===== src/rtl/hdlc_tx_pkg.sv =====
package hdlc_tx_pkg;

    typedef enum logic [2:0] {
        U_OFF, U_IDLE, U_OPEN, U_DATA, U_FCSL, U_FCSH, U_CLOSE, U_ABORT
    } unit_e;

    typedef struct packed {
        logic       abort;
        logic       eop;
        logic [7:0] data;
    } entry_t;

    localparam logic [7:0]  FLAG_BYTE = 8'h7E;
    localparam logic [15:0] CRC_INIT  = 16'hFFFF;
    localparam logic [15:0] CRC_POLY  = 16'h8408;

    // Reflected CRC-16 update over one byte, LSB first.
    function automatic logic [15:0] crc_step(input logic [15:0] c, input logic [7:0] d);
        logic [15:0] r;
        logic        fb;
        r = c;
        for (int i = 0; i < 8; i++) begin
            fb = r[0] ^ d[i];
            r  = r >> 1;
            if (fb) r = r ^ CRC_POLY;
        end
        return r;
    endfunction

endpackage


===== src/rtl/hdlc_tx_fifo.sv =====
module hdlc_tx_fifo
    import hdlc_tx_pkg::*;
#(
    parameter int DEPTH = 8
) (
    input  logic   clk,
    input  logic   rst_n,
    input  logic   wr,
    input  entry_t wr_entry,
    input  logic   pop,
    output entry_t head,
    output logic   empty,
    output logic   full
);
    localparam int AW = (DEPTH > 2) ? $clog2(DEPTH) : 1;
    localparam int CW = $clog2(DEPTH + 1);
    localparam logic [AW-1:0] LAST = AW'(DEPTH - 1);
    localparam logic [CW-1:0] CMAX = CW'(DEPTH);

    typedef struct packed {
        logic [AW-1:0] wp;
        logic [AW-1:0] rp;
        logic [CW-1:0] cnt;
    } fifo_st_t;

    fifo_st_t s_d, s_q;
    entry_t   mem_q [DEPTH];
    logic     push, take;

    assign empty = (s_q.cnt == '0);
    assign full  = (s_q.cnt == CMAX);
    assign push  = wr && !full;
    assign take  = pop && !empty;
    assign head  = mem_q[s_q.rp];

    always_comb begin
        s_d = s_q;
        if (push) s_d.wp = (s_q.wp == LAST) ? '0 : s_q.wp + 1'b1;
        if (take) s_d.rp = (s_q.rp == LAST) ? '0 : s_q.rp + 1'b1;
        if (push && !take)      s_d.cnt = s_q.cnt + 1'b1;
        else if (take && !push) s_d.cnt = s_q.cnt - 1'b1;
    end

    always_ff @(posedge clk or negedge rst_n) begin
        if (!rst_n) s_q <= '0;
        else        s_q <= s_d;
    end

    always_ff @(posedge clk) begin
        if (push) mem_q[s_q.wp] <= wr_entry;
    end

    AST_FIFO_BOUND: assert property (@(posedge clk) disable iff (!rst_n)
        s_q.cnt <= CMAX);
    AST_FULL_REFUSES: assert property (@(posedge clk) disable iff (!rst_n)
        (wr && full && !pop) |=> full && $stable(s_q.wp));

endmodule


===== src/rtl/hdlc_tx_engine.sv =====
module hdlc_tx_engine
    import hdlc_tx_pkg::*;
(
    input  logic   clk,
    input  logic   rst_n,
    input  logic   en,
    input  logic   fill_sel,
    input  entry_t head,
    input  logic   empty,
    output logic   pop,
    output logic   tx_bit,
    output logic   underrun
);
    typedef struct packed {
        unit_e       kind;
        logic [7:0]  sh;
        logic [3:0]  cnt;
        logic        stuff;
        logic [2:0]  ones;
        logic        eop;
        logic [15:0] crc;
        logic        tx;
        logic        urun;
    } eng_st_t;

    eng_st_t s_d, s_q;
    logic    done;

    assign done = (s_q.cnt == '0) && !(s_q.stuff && s_q.ones == 3'd5);

    always_comb begin
        s_d      = s_q;
        s_d.urun = 1'b0;
        pop      = 1'b0;
        if (done) begin
            s_d.cnt = 4'd8;
            case (s_q.kind)
                U_OPEN, U_DATA: begin
                    if (s_q.kind == U_DATA && s_q.eop) begin
                        s_d.kind  = U_FCSL;
                        s_d.sh    = ~s_q.crc[7:0];
                        s_d.stuff = 1'b1;
                    end else if (empty) begin
                        s_d.kind  = U_ABORT;
                        s_d.sh    = 8'hFF;
                        s_d.stuff = 1'b0;
                        s_d.urun  = 1'b1;
                    end else begin
                        pop = 1'b1;
                        if (head.abort) begin
                            s_d.kind  = U_ABORT;
                            s_d.sh    = 8'hFF;
                            s_d.stuff = 1'b0;
                        end else begin
                            s_d.kind  = U_DATA;
                            s_d.sh    = head.data;
                            s_d.stuff = 1'b1;
                            s_d.eop   = head.eop;
                            s_d.crc   = crc_step((s_q.kind == U_OPEN) ? CRC_INIT : s_q.crc,
                                                 head.data);
                        end
                    end
                end
                U_FCSL: begin
                    s_d.kind = U_FCSH;
                    s_d.sh   = ~s_q.crc[15:8];
                end
                U_FCSH: begin
                    s_d.kind  = U_CLOSE;
                    s_d.sh    = FLAG_BYTE;
                    s_d.stuff = 1'b0;
                end
                default: begin
                    s_d.stuff = 1'b0;
                    s_d.eop   = 1'b0;
                    if (!en) begin
                        s_d.kind = U_OFF;
                        s_d.cnt  = '0;
                    end else if (!empty) begin
                        s_d.kind = U_OPEN;
                        s_d.sh   = FLAG_BYTE;
                    end else begin
                        s_d.kind = U_IDLE;
                        s_d.sh   = fill_sel ? FLAG_BYTE : 8'hFF;
                    end
                end
            endcase
            if (!s_d.stuff) s_d.ones = '0;
        end
        // emit one line bit
        if (s_d.kind == U_OFF) begin
            s_d.tx = 1'b1;
        end else if (s_d.stuff && s_d.ones == 3'd5) begin
            s_d.tx   = 1'b0;
            s_d.ones = '0;
        end else begin
            s_d.tx   = s_d.sh[0];
            s_d.sh   = s_d.sh >> 1;
            s_d.cnt  = s_d.cnt - 4'd1;
            s_d.ones = (s_d.stuff && s_d.sh[7] == 1'b0 && s_d.tx) ? s_d.ones + 3'd1 : 3'd0;
        end
    end

    always_ff @(posedge clk or negedge rst_n) begin
        if (!rst_n) begin
            s_q      <= '0;
            s_q.kind <= U_OFF;
            s_q.crc  <= CRC_INIT;
            s_q.tx   <= 1'b1;
        end else begin
            s_q <= s_d;
        end
    end

    assign tx_bit   = s_q.tx;
    assign underrun = s_q.urun;

    AST_STUFF_LIMIT: assert property (@(posedge clk) disable iff (!rst_n)
        s_q.stuff |-> s_q.ones <= 3'd5);
    AST_OFF_IS_MARK: assert property (@(posedge clk) disable iff (!rst_n)
        (s_q.kind == U_OFF && !en) |=> tx_bit);
    AST_NO_CUT_SHORT: assert property (@(posedge clk) disable iff (!rst_n)
        (s_q.kind inside {U_OPEN, U_DATA, U_FCSL, U_FCSH}) |=> s_q.kind != U_OFF);
    AST_FCS_FOLLOWS_EOP: assert property (@(posedge clk) disable iff (!rst_n)
        (done && s_q.kind == U_DATA && s_q.eop) |=> s_q.kind == U_FCSL);
    AST_URUN_ABORTS: assert property (@(posedge clk) disable iff (!rst_n)
        underrun |-> s_q.kind == U_ABORT);

endmodule


===== src/rtl/hdlc_tx_tagged.sv =====
module hdlc_tx_tagged
    import hdlc_tx_pkg::*;
#(
    parameter int DEPTH = 8
) (
    input  logic       clk,
    input  logic       rst_n,
    input  logic       tx_en,
    input  logic       fill_sel,
    input  logic       arm_eop,
    input  logic       arm_abort,
    input  logic       wr_en,
    input  logic [7:0] wr_data,
    output logic       fifo_full,
    output logic       eop_armed,
    output logic       abort_armed,
    output logic       tx_bit,
    output logic       underrun
);
    typedef struct packed {
        logic eop;
        logic abort;
    } tag_st_t;

    tag_st_t tag_d, tag_q;
    entry_t  wr_entry, head;
    logic    empty, pop, accept;

    assign accept = wr_en && !fifo_full;

    always_comb begin
        wr_entry.data  = wr_data;
        wr_entry.eop   = tag_q.eop   || arm_eop;
        wr_entry.abort = tag_q.abort || arm_abort;
        tag_d.eop      = accept ? 1'b0 : wr_entry.eop;
        tag_d.abort    = accept ? 1'b0 : wr_entry.abort;
    end

    always_ff @(posedge clk or negedge rst_n) begin
        if (!rst_n) tag_q <= '0;
        else        tag_q <= tag_d;
    end

    assign eop_armed   = tag_q.eop;
    assign abort_armed = tag_q.abort;

    hdlc_tx_fifo #(.DEPTH(DEPTH)) i_fifo (
        .clk      (clk),
        .rst_n    (rst_n),
        .wr       (wr_en),
        .wr_entry (wr_entry),
        .pop      (pop),
        .head     (head),
        .empty    (empty),
        .full     (fifo_full)
    );

    hdlc_tx_engine i_engine (
        .clk      (clk),
        .rst_n    (rst_n),
        .en       (tx_en),
        .fill_sel (fill_sel),
        .head     (head),
        .empty    (empty),
        .pop      (pop),
        .tx_bit   (tx_bit),
        .underrun (underrun)
    );

    AST_TAG_CLEARED: assert property (@(posedge clk) disable iff (!rst_n)
        accept |=> !eop_armed && !abort_armed);
    AST_TAG_HELD: assert property (@(posedge clk) disable iff (!rst_n)
        (eop_armed && !wr_en) |=> eop_armed);

endmodule


===== config.mk =====
export PLATFORM = sky130hd
export DESIGN_NAME = hdlc_tx_tagged
export DESIGN_NICKNAME = d
export VERILOG_FILES = /design/src/rtl/hdlc_tx_pkg.sv /design/src/rtl/hdlc_tx_fifo.sv /design/src/rtl/hdlc_tx_engine.sv /design/src/rtl/hdlc_tx_tagged.sv
export SDC_FILE = /design/constraint.sdc
export NUM_CORES = 1
export LEC_CHECK = 0
export BUFFER_PORTS_ARGS = -buffer_cell sky130_fd_sc_hd__buf_2
export CORE_ASPECT_RATIO = 1.5
export CORE_MARGIN = 5
export CORE_UTILIZATION = 28
export CTS_CLUSTER_SIZE = 14
export DETAILED_ROUTE_END_ITERATION = 6
export HOLD_SLACK_MARGIN = 0.06
export PLACE_DENSITY = 0.42
export SKIP_CTS_REPAIR_TIMING = 1
export SYNTH_ARGS = -nofsm -noshare
export SYNTH_HDL_FRONTEND = slang
export SYNTH_HIERARCHICAL = 1
export SYNTH_SLANG_ARGS = --single-unit

===== constraint.sdc =====
create_clock -name clk -period 4.6 [get_ports clk]
set_input_delay 0.92 -clock clk [delete_from_list [all_inputs] [get_ports clk]]
set_output_delay 0.92 -clock clk [all_outputs]
set_load 0.02 [all_outputs]

==> impl_summary.log, run 1 <==
[metrics] outcome: finished, final reports clean
[metrics] combined flip-flop and latch cell area: 3675 um^2
[metrics] commonest cells in the netlist: 80 x edfxtp_1, 36 x nand2_1, 33 x dfrtp_1
[metrics] number of logic stages on the critical path including buffering: 11
[metrics] Layout Area Growth over Synthesis: 16.52%
[metrics] unrepaired setup endpoints after global routing: false
[metrics] Max Cap Violations: 0
[metrics] remaining max-slew budget at the tightest pin: 0.3347
[metrics] post-synthesis average cell area: 13.91 um^2
[metrics] number of iterations in the first detailed-routing pass: 4
[metrics] peak fanout along the critical path: 6
[metrics] instance count of the mapped netlist: 450
[metrics] list of cells traversed by the critical path: or4_4 > nor2_2 > nand2_1 > nor3_1 > o41ai_4 > ha_1 > inv_1 > ha_1 > or4_1 > o211ai_1 > o211ai_1
[metrics] worst endpoint data arrival time: 3.78 ns
[metrics] share of the synthesized area in the top cell type: 0.3839
[metrics] number of buffers on the longest clock path: 2
[metrics] initial antenna violation count: 0
[metrics] initial core utilization: 0.2817
[metrics] row count: 67
[metrics] TritonCTS clock tree: yes
[metrics] count of cell types in the netlist: 63
[metrics] leakage: ~2.7 nW
[metrics] clock buffers created by TritonCTS: 17
[metrics] floorplan core area: about 22,000 um^2
[metrics] wirelength, routed: 13,590 um
[metrics] timing-limited maximum frequency: 286.8 MHz
[metrics] dominant cells by area after synthesis: edfxtp_1 38%, dfrtp_1 13%, dfstp_2 7.1%
[metrics] Worst-Skew Late Latency: 0.41 ns
[metrics] average routed wire per standard cell: 17.56 um
[metrics] Max rail drop VDD: around 0.26 mV
[metrics] DIE HEIGHT: 193.1 um
[metrics] critical path's slowest cell: or4_4
[metrics] Total Routing Usage GR: 0.1120
[metrics] last weighted congestion value of the routability-driven placer: 0.7881
[metrics] number of buffers and inverters on the critical path: 1
[metrics] Crit. End Element: register
[metrics] number of synthesized register bits: 130
[metrics] depth of the CTS H-tree: 4
[metrics] Antenna Nets Post-Route: 0
[metrics] area enclosed by the die boundary: 25,500 um^2
[metrics] antenna diode count: 0
[metrics] number of synthesis warnings: 6
[metrics] clk sinks: 130
[metrics] drt first-iter violations: 145
[metrics] share of the yosys chip area belonging to registers: 0.5873
[metrics] vias per cell: 4.776
[metrics] kind of critical path: register to register
[metrics] Critical Path Source Type: register
[metrics] number of global-route vias before repair: 3,985
[metrics] total via count in the routed design: 3,697
[metrics] Final setup violation count: 0
[metrics] endpoints failing hold: 0
[metrics] slowest cell delay on critical path: 0.59 ns
[metrics] Detail Placement HPWL: 9321 um
[metrics] gate family responsible for the most delay along the worst path: simple AND/OR/NAND/NOR gates
[metrics] cell area power density: 443.2 nW/um^2
[metrics] Clock Skews: 0.01128 ns
[metrics] wire length of the first global-routing pass: 22,200 um
[metrics] grt total ovfl: 0
[metrics] cell with the most instances after synthesis: edfxtp_1
[metrics] post-layout minimum cycle time: 3.487 ns
[metrics] ys async rst share: 0.3846
[metrics] cell type contributing the most total cell area after synthesis: edfxtp_1
[metrics] largest net degree at the start of global routing: 51
[metrics] layout cell share with drive strength beyond 1: 0.2450
[metrics] total area of multi-input combinational cells: between 2000 and 2500 um^2
[metrics] actual slew at the worst max-slew pin: 0.9905 ns
[metrics] Clk Tree Root Cell: clkbuf_16
[metrics] net count after synthesis: around 480
[metrics] number of max-slew violations in the final report: 0
[metrics] number of synthesized flops with an enable pin: 80
[metrics] Port-buffer cells: 19
[metrics] TNS Setup: 0 ns
[metrics] hold-critical path depth: 2
[metrics] fin crit share: 0.7580
[metrics] Layout Nets: around 510
[metrics] synthesized area: 6257 um^2
[metrics] Hold WC Path Type: register to register
[metrics] clock transition at the registers of the reported paths: 0.06 ns
[metrics] number of top-level design ports: 20
[metrics] R2R cell count: 11
[metrics] count of unresolved DRC violations after routing: 0
[metrics] top flip-flop cell by instance count after synthesis: edfxtp_1
[metrics] sum of internal, switching and leakage power: 3.231 mW
[metrics] worst hold slack: 0.4701 ns
[metrics] chip width: 132.1 um
[metrics] required time of the worst setup path: just under 5 ns
[metrics] number of fill cells: 2,202
[cell usage in the layout, fill, tap and decap left out, drive strengths merged, types with 12 or more instances in the layout]
| cell | Yosys | layout |
|---|---|---|
| nor2 | 30 | 30 |
| o21ai | 31 | 31 |
| inv | 16 | 23 |
| mux4 | 20 | 20 |
| mux2 | 23 | 23 |
| dfstp | 17 | 17 |
| buf | 6 | 31 |
| edfxtp | 80 | 80 |
| dfrtp | 33 | 33 |
| ha | 12 | 12 |
| xnor2 | 30 | 30 |
| clkbuf | 9 | 17 |
| nand2 | 38 | 38 |
[final timing paths]
kind / startpoint / endpoint / slack, ns
max: i_engine/s_q[23]$_DFF_PN0_ / i_fifo/s_q[3]$_DFFE_PN0P_ / 1.11
min: i_engine/s_q[17]$_DFFE_PN1P_ / i_engine/s_q[17]$_DFFE_PN1P_ / 0.47
max reg2reg: i_engine/s_q[23]$_DFF_PN0_ / i_fifo/s_q[3]$_DFFE_PN0P_ / 1.11
min reg2reg: i_engine/s_q[17]$_DFFE_PN1P_ / i_engine/s_q[17]$_DFFE_PN1P_ / 0.47
max in group asynchronous: rst_n / i_engine/s_q[31]$_DFF_PN0_ / 3.51
min in group asynchronous: rst_n / i_engine/s_q[21]$_DFF_PN0_ / 0.64
[registers in the layout, summed over array words and instances (netlist names)]
register and count:
eop_armed 1, i_engine/s_q 36, i_fifo/mem_q 80, i_engine/underrun 1, abort_armed 1, i_engine/tx_bit 1, i_fifo/s_q 10
[worst reg2reg max path, cell delays in order (launching register included)]
cell and delay, ns:
dfrtp_1 0.41, or4_4 0.59, nor2_2 0.28, nand2_1 0.14, nor3_1 0.31, o41ai_4 0.19, ha_1 0.28, inv_1 0.15
ha_1 0.31, or4_1 0.52, o211ai_1 0.11, o211ai_1 0.10
[final cells by class]
| cell class | instances | share of cell area |
|---|---|---|
| Inverter | 17 | 0.008752 |
| Clock inverter | 15 | 0.02008 |
| Tap cell | 276 | 0.04737 |
| Sequential cell | 130 | 0.5040 |
| Clock buffer | 17 | 0.05835 |
| Multi-Input combinational cell | 288 | 0.3360 |
| Timing Repair Buffer | 31 | 0.02540 |
[cells by family (layout without fill, tap and decap cells)]
group / after synthesis / after routing / share of synthesized area
fa+ha+maj: 13 / 13 / 0.02719
buf+inv: 32 / 80 / 0.02359
compound gates: 75 / 75 / 0.08278
simple gates: 118 / 118 / 0.09738
flops: 130 / 130 / 0.5873
mux: 46 / 46 / 0.1314
xor+xnor: 36 / 36 / 0.05039
[metrics by stage]
step / instance area, um^2 / cells / setup slack (ns) / utilization
floorplan: 6257 / 450 / 1.397 / -
global placement: 6719 / 742 / 1.168 / 0.3025
detailed placement: 6719 / 742 / 1.119 / 0.3025
CTS: 7291 / 774 / 1.081 / 0.3282
global route: 7291 / 774 / 0.8756 / 0.3282
finish: 7291 / 774 / 1.113 / 0.3282
[power breakdown]
group	switching, mW	internal [mW]	total (mW)
sequential	0.0951	1.39	1.49
combinational	0.256	0.201	0.457
clock	0.571	0.716	1.29
total	0.922	2.31	3.23
[per-layer routing]
metal	track usage	routed length, um	vias up
met4	0.03523	187	0
met1	0.1259	5696	1870
met5	0	0	-
li1	-	-	1770
met2	0.2106	7405	45
met3	0.02414	305	12
Note: power is estimated with default switching activity, not from simulation.
==> inputs of run 2 (changes only) <==
--- a/config.mk
+++ b/config.mk
@@ -5,6 +5,7 @@
 export SDC_FILE = /design/constraint.sdc
 export NUM_CORES = 1
 export LEC_CHECK = 0
+export ABC_AREA = 1
 export BUFFER_PORTS_ARGS = -buffer_cell sky130_fd_sc_hd__buf_2
 export CORE_ASPECT_RATIO = 1.5
 export CORE_MARGIN = 5
==> constraint.sdc (replaced) <==
create_clock -name clk -period 3.6 [get_ports clk]
set_input_delay 0.72 -clock clk [delete_from_list [all_inputs] [get_ports clk]]
set_output_delay 0.72 -clock clk [all_outputs]
set_load 0.02 [all_outputs]
==> run 2 against run 1 <==
Global-route usage rose by 1.9 points. Count of clock-buffer cells in the layout rose by 1. Final cell count rose by 59%. Non-clock buffer count rose by 6. Critical path type unchanged.
==> impl_summary.log, run 2 <==
[metrics] outcome: finished, final reports clean
[metrics] clock transition at the registers of the reported paths: around 0.060 ns
[metrics] row count: 71
[metrics] wirelength, routed: 17,450 um
[metrics] total via count in the routed design: 5,183
[metrics] Critical Path Source Type: register
[metrics] area enclosed by the die boundary: 28,330 um^2
[metrics] leakage: 3.880 nW
[metrics] cell with the most instances after synthesis: nand2_1
[metrics] dominant cells by area after synthesis: edfxtp_1 34%, nand2_1 17%, dfrtp_1 12%
[metrics] antenna diode count: 0
[metrics] worst-case setup margin in the final layout: 0.6907 ns
[metrics] Layout Area Growth over Synthesis: 16.53%
[metrics] number of top-level design ports: 20
[metrics] share of the synthesized area in the top cell type: 0.3432
[metrics] post-layout minimum cycle time: roughly 2.9 ns
[metrics] share of the yosys chip area belonging to registers: 0.5249
[metrics] actual slew at the worst max-slew pin: between 0.6 and 0.7 ns
[metrics] Clock Skews: 0.009292 ns
[metrics] initial core utilization: 0.2814
[metrics] peak fanout along the critical path: 35
[metrics] Port-buffer cells: 19
[metrics] number of buffers on the longest clock path: 2
[metrics] vias per cell: 4.217
[metrics] number of synthesized register bits: 130
[metrics] kind of critical path: register to register
[metrics] last weighted congestion value of the routability-driven placer: 0.7668
[metrics] top flip-flop cell by instance count after synthesis: edfxtp_1
[metrics] clk sinks: 130
[metrics] Final setup violation count: 0
[metrics] cell area power density: roughly 930 nW/um^2
[metrics] net count after synthesis: 881
[metrics] wire length of the first global-routing pass: between 20,000 and 30,000 um
[metrics] max reg flops: 80
[metrics] ys async rst share: 0.3846
[metrics] number of buffers and inverters on the critical path: 2
[metrics] commonest cells in the netlist: 317 x nand2_1, 121 x inv_1, 103 x nor2_1
[metrics] critical path's slowest cell: dfrtp_2
[metrics] number of synthesized flops with an enable pin: 80
[metrics] Layout Nets: 916
[metrics] required time of the worst setup path: 3.92 ns
[metrics] number of fill cells: 2,719
[metrics] Detail Placement HPWL: between 10,000 and 15,000 um
[metrics] chip width: 139.1 um
[metrics] endpoints failing hold: 0
[metrics] fin crit share: 0.8081
[metrics] worst hold slack: between 0.3 and 0.4 ns
[metrics] remaining max-slew budget at the tightest pin: 0.5371
[metrics] DIE HEIGHT: 203.7 um
[metrics] registers with the highest flip-flop counts: i_fifo/mem_q x80, i_engine/s_q x36, i_fifo/s_q x10
[metrics] Max Cap Violations: 0
[metrics] layout cell share with drive strength beyond 1: 0.1476
[metrics] floorplan core area: 24,870 um^2
[metrics] slowest cell delay on critical path: 0.75 ns
[metrics] instance count of the mapped netlist: approximately 850
[metrics] post-synthesis average cell area: around 8.2 um^2
[metrics] synthesized area: around 7000 um^2
[metrics] timing-limited maximum frequency: roughly 340 MHz
[metrics] largest net degree at the start of global routing: 36
[metrics] largest register by flop count: i_fifo/mem_q
[metrics] drt first-iter violations: 207
[metrics] number of synthesis warnings: 6
[metrics] clock buffers created by TritonCTS: 17
[metrics] library cell appearing most often on the critical path: nand2_1
[metrics] number of max-slew violations in the final report: 0
[metrics] commonest non-fill, non-tap cells in the layout: 317 x nand2_1, 121 x inv_1, 103 x nor2_1
[metrics] grt total ovfl: 0
[metrics] cell type contributing the most total cell area after synthesis: edfxtp_1
[metrics] Clk Tree Root Cell: clkbuf_16
[metrics] post-placement worst setup slack: 0.6645 ns
[metrics] TNS Setup: 0 ns
[metrics] depth of the CTS H-tree: 4
[metrics] worst endpoint data arrival time: around 3.2 ns
[metrics] initial antenna violation count: 1
[metrics] unrepaired setup endpoints after global routing: false
[metrics] count of unresolved DRC violations after routing: 0
[metrics] Max rail drop VDD: approximately 0.38 mV
[metrics] count of cell types in the netlist: 41
[metrics] TritonCTS clock tree: yes
[metrics] commonest non-fill, non-tap cell in the layout: nand2_1
[metrics] gate family responsible for the most delay along the worst path: simple AND/OR/NAND/NOR gates
[metrics] list of cells traversed by the critical path: nand2_1 > nand2_1 > nand2_1 > nand2_1 > nand2_1 > nor2_1 > nand2_1 > nand3_1 > nor2_1 > nor2_1 > inv_1 > ha_1 > nand2_1 > nor2_4 > inv_2 > nand2_4 > and2_1
[metrics] Total Routing Usage GR: 0.1307
[metrics] number of global-route vias before repair: 5,331
[metrics] Worst-Skew Late Latency: approximately 0.43 ns
[metrics] number of iterations in the first detailed-routing pass: 5
[metrics] Hold WC Path Type: input port to asynchronous set/reset pin
[metrics] Crit. End Element: register
[metrics] Antenna Nets Post-Route: 0
[metrics] average routed wire per standard cell: 14.20 um
[run 2: cell count changes after synthesis, sizes merged, moves of 8 or more]
cell   change
nor2      +83
mux4      -20
o21ai      -8
inv      +114
nand3     +37
mux2      -23
nand2    +289
buf       +12
xnor2     -27
[run 2: report_power, final]
| group | internal (mW) | leakage (nW) | total (mW) | switching, mW |
|---|---|---|---|---|
| clock | 1.22 | 0.308 | 1.89 | 0.666 |
| sequential | 2.03 | 1.32 | 2.31 | 0.279 |
| combinational | 1.10 | 2.25 | 3.40 | 2.30 |
[run 2: final timing paths]
| path | slack [ns] | end | from | depth (start not counted) |
|---|---|---|---|---|
| setup / recovery | 0.69 | i_engine/s_q[34]$_DFF_PN0_ | i_fifo/s_q[4]$_DFFE_PN0P_ | 17 |
| hold / removal | 0.34 | i_engine/s_q[29]$_DFF_PN0_ | rst_n | 1 |
| setup reg to reg | 0.69 | i_engine/s_q[34]$_DFF_PN0_ | i_fifo/s_q[4]$_DFFE_PN0P_ | 17 |
| hold reg to reg | 0.47 | i_engine/s_q[10]$_DFFE_PN1P_ | i_engine/s_q[10]$_DFFE_PN1P_ | 2 |
| max in group asynchronous | 2.44 | i_engine/s_q[6]$_DFFE_PN1P_ | rst_n | 2 |
| min in group clk | 0.47 | i_engine/s_q[10]$_DFFE_PN1P_ | i_engine/s_q[10]$_DFFE_PN1P_ | 2 |
[run 2: cells by family (layout without fill, tap and decap cells)]
family	after synthesis	count (layout)	share of synthesized area
compound gates	38	38	0.03110
xor+xnor	15	15	0.02413
fa+ha+maj	13	13	0.02431
buf+inv	152	200	0.09366
flops	130	130	0.5249
simple gates	505	505	0.3019
[run 2: final cells by class]
cell class,instances,area [um^2],area share
flip-flops and latches,130,3676,0.4506
multi-input cells,571,2710,0.3322
inverters,131,491.7,0.06028
clock buffers,18,429.2,0.05261
well taps,328,410.4,0.05031
repair buffers,37,230.2,0.02822
clock inverters,14,210.2,0.02577
[run 2: per-stage QoR]
| step | util | power [mW] | instance area (um^2) | instances |
|---|---|---|---|---|
| floorplan | - | 4.912 | 7000 | 853 |
| global placement | 0.3023 | 5.795 | 7518 | 1197 |
| detailed placement | 0.3023 | 5.787 | 7518 | 1197 |
| CTS | 0.3280 | 7.721 | 8158 | 1229 |
| global route | 0.3280 | 8.280 | 8158 | 1229 |
| finish | 0.3280 | 7.598 | 8158 | 1229 |
[run 2: worst register-to-register path, stage by stage (launching register included)]
cell and delay [ns]:
dfrtp_2 0.75, nand2_1 0.11, nand2_1 0.08, nand2_1 0.05, nand2_1 0.05, nand2_1 0.07
nor2_1 0.26, nand2_1 0.16, nand3_1 0.11, nor2_1 0.04, nor2_1 0.17, inv_1 0.07
ha_1 0.19, nand2_1 0.14, nor2_4 0.08, inv_2 0.19, nand2_4 0.12, and2_1 0.15
[run 2: layer usage]
layer  vias up  wire length [um]  GRT usage
li1       2703                 -          -
met1      2416              7309     0.1422
met2        40              9457     0.2453
met3        22               366    0.02956
met4         2               302    0.05000
met5         -                13          0
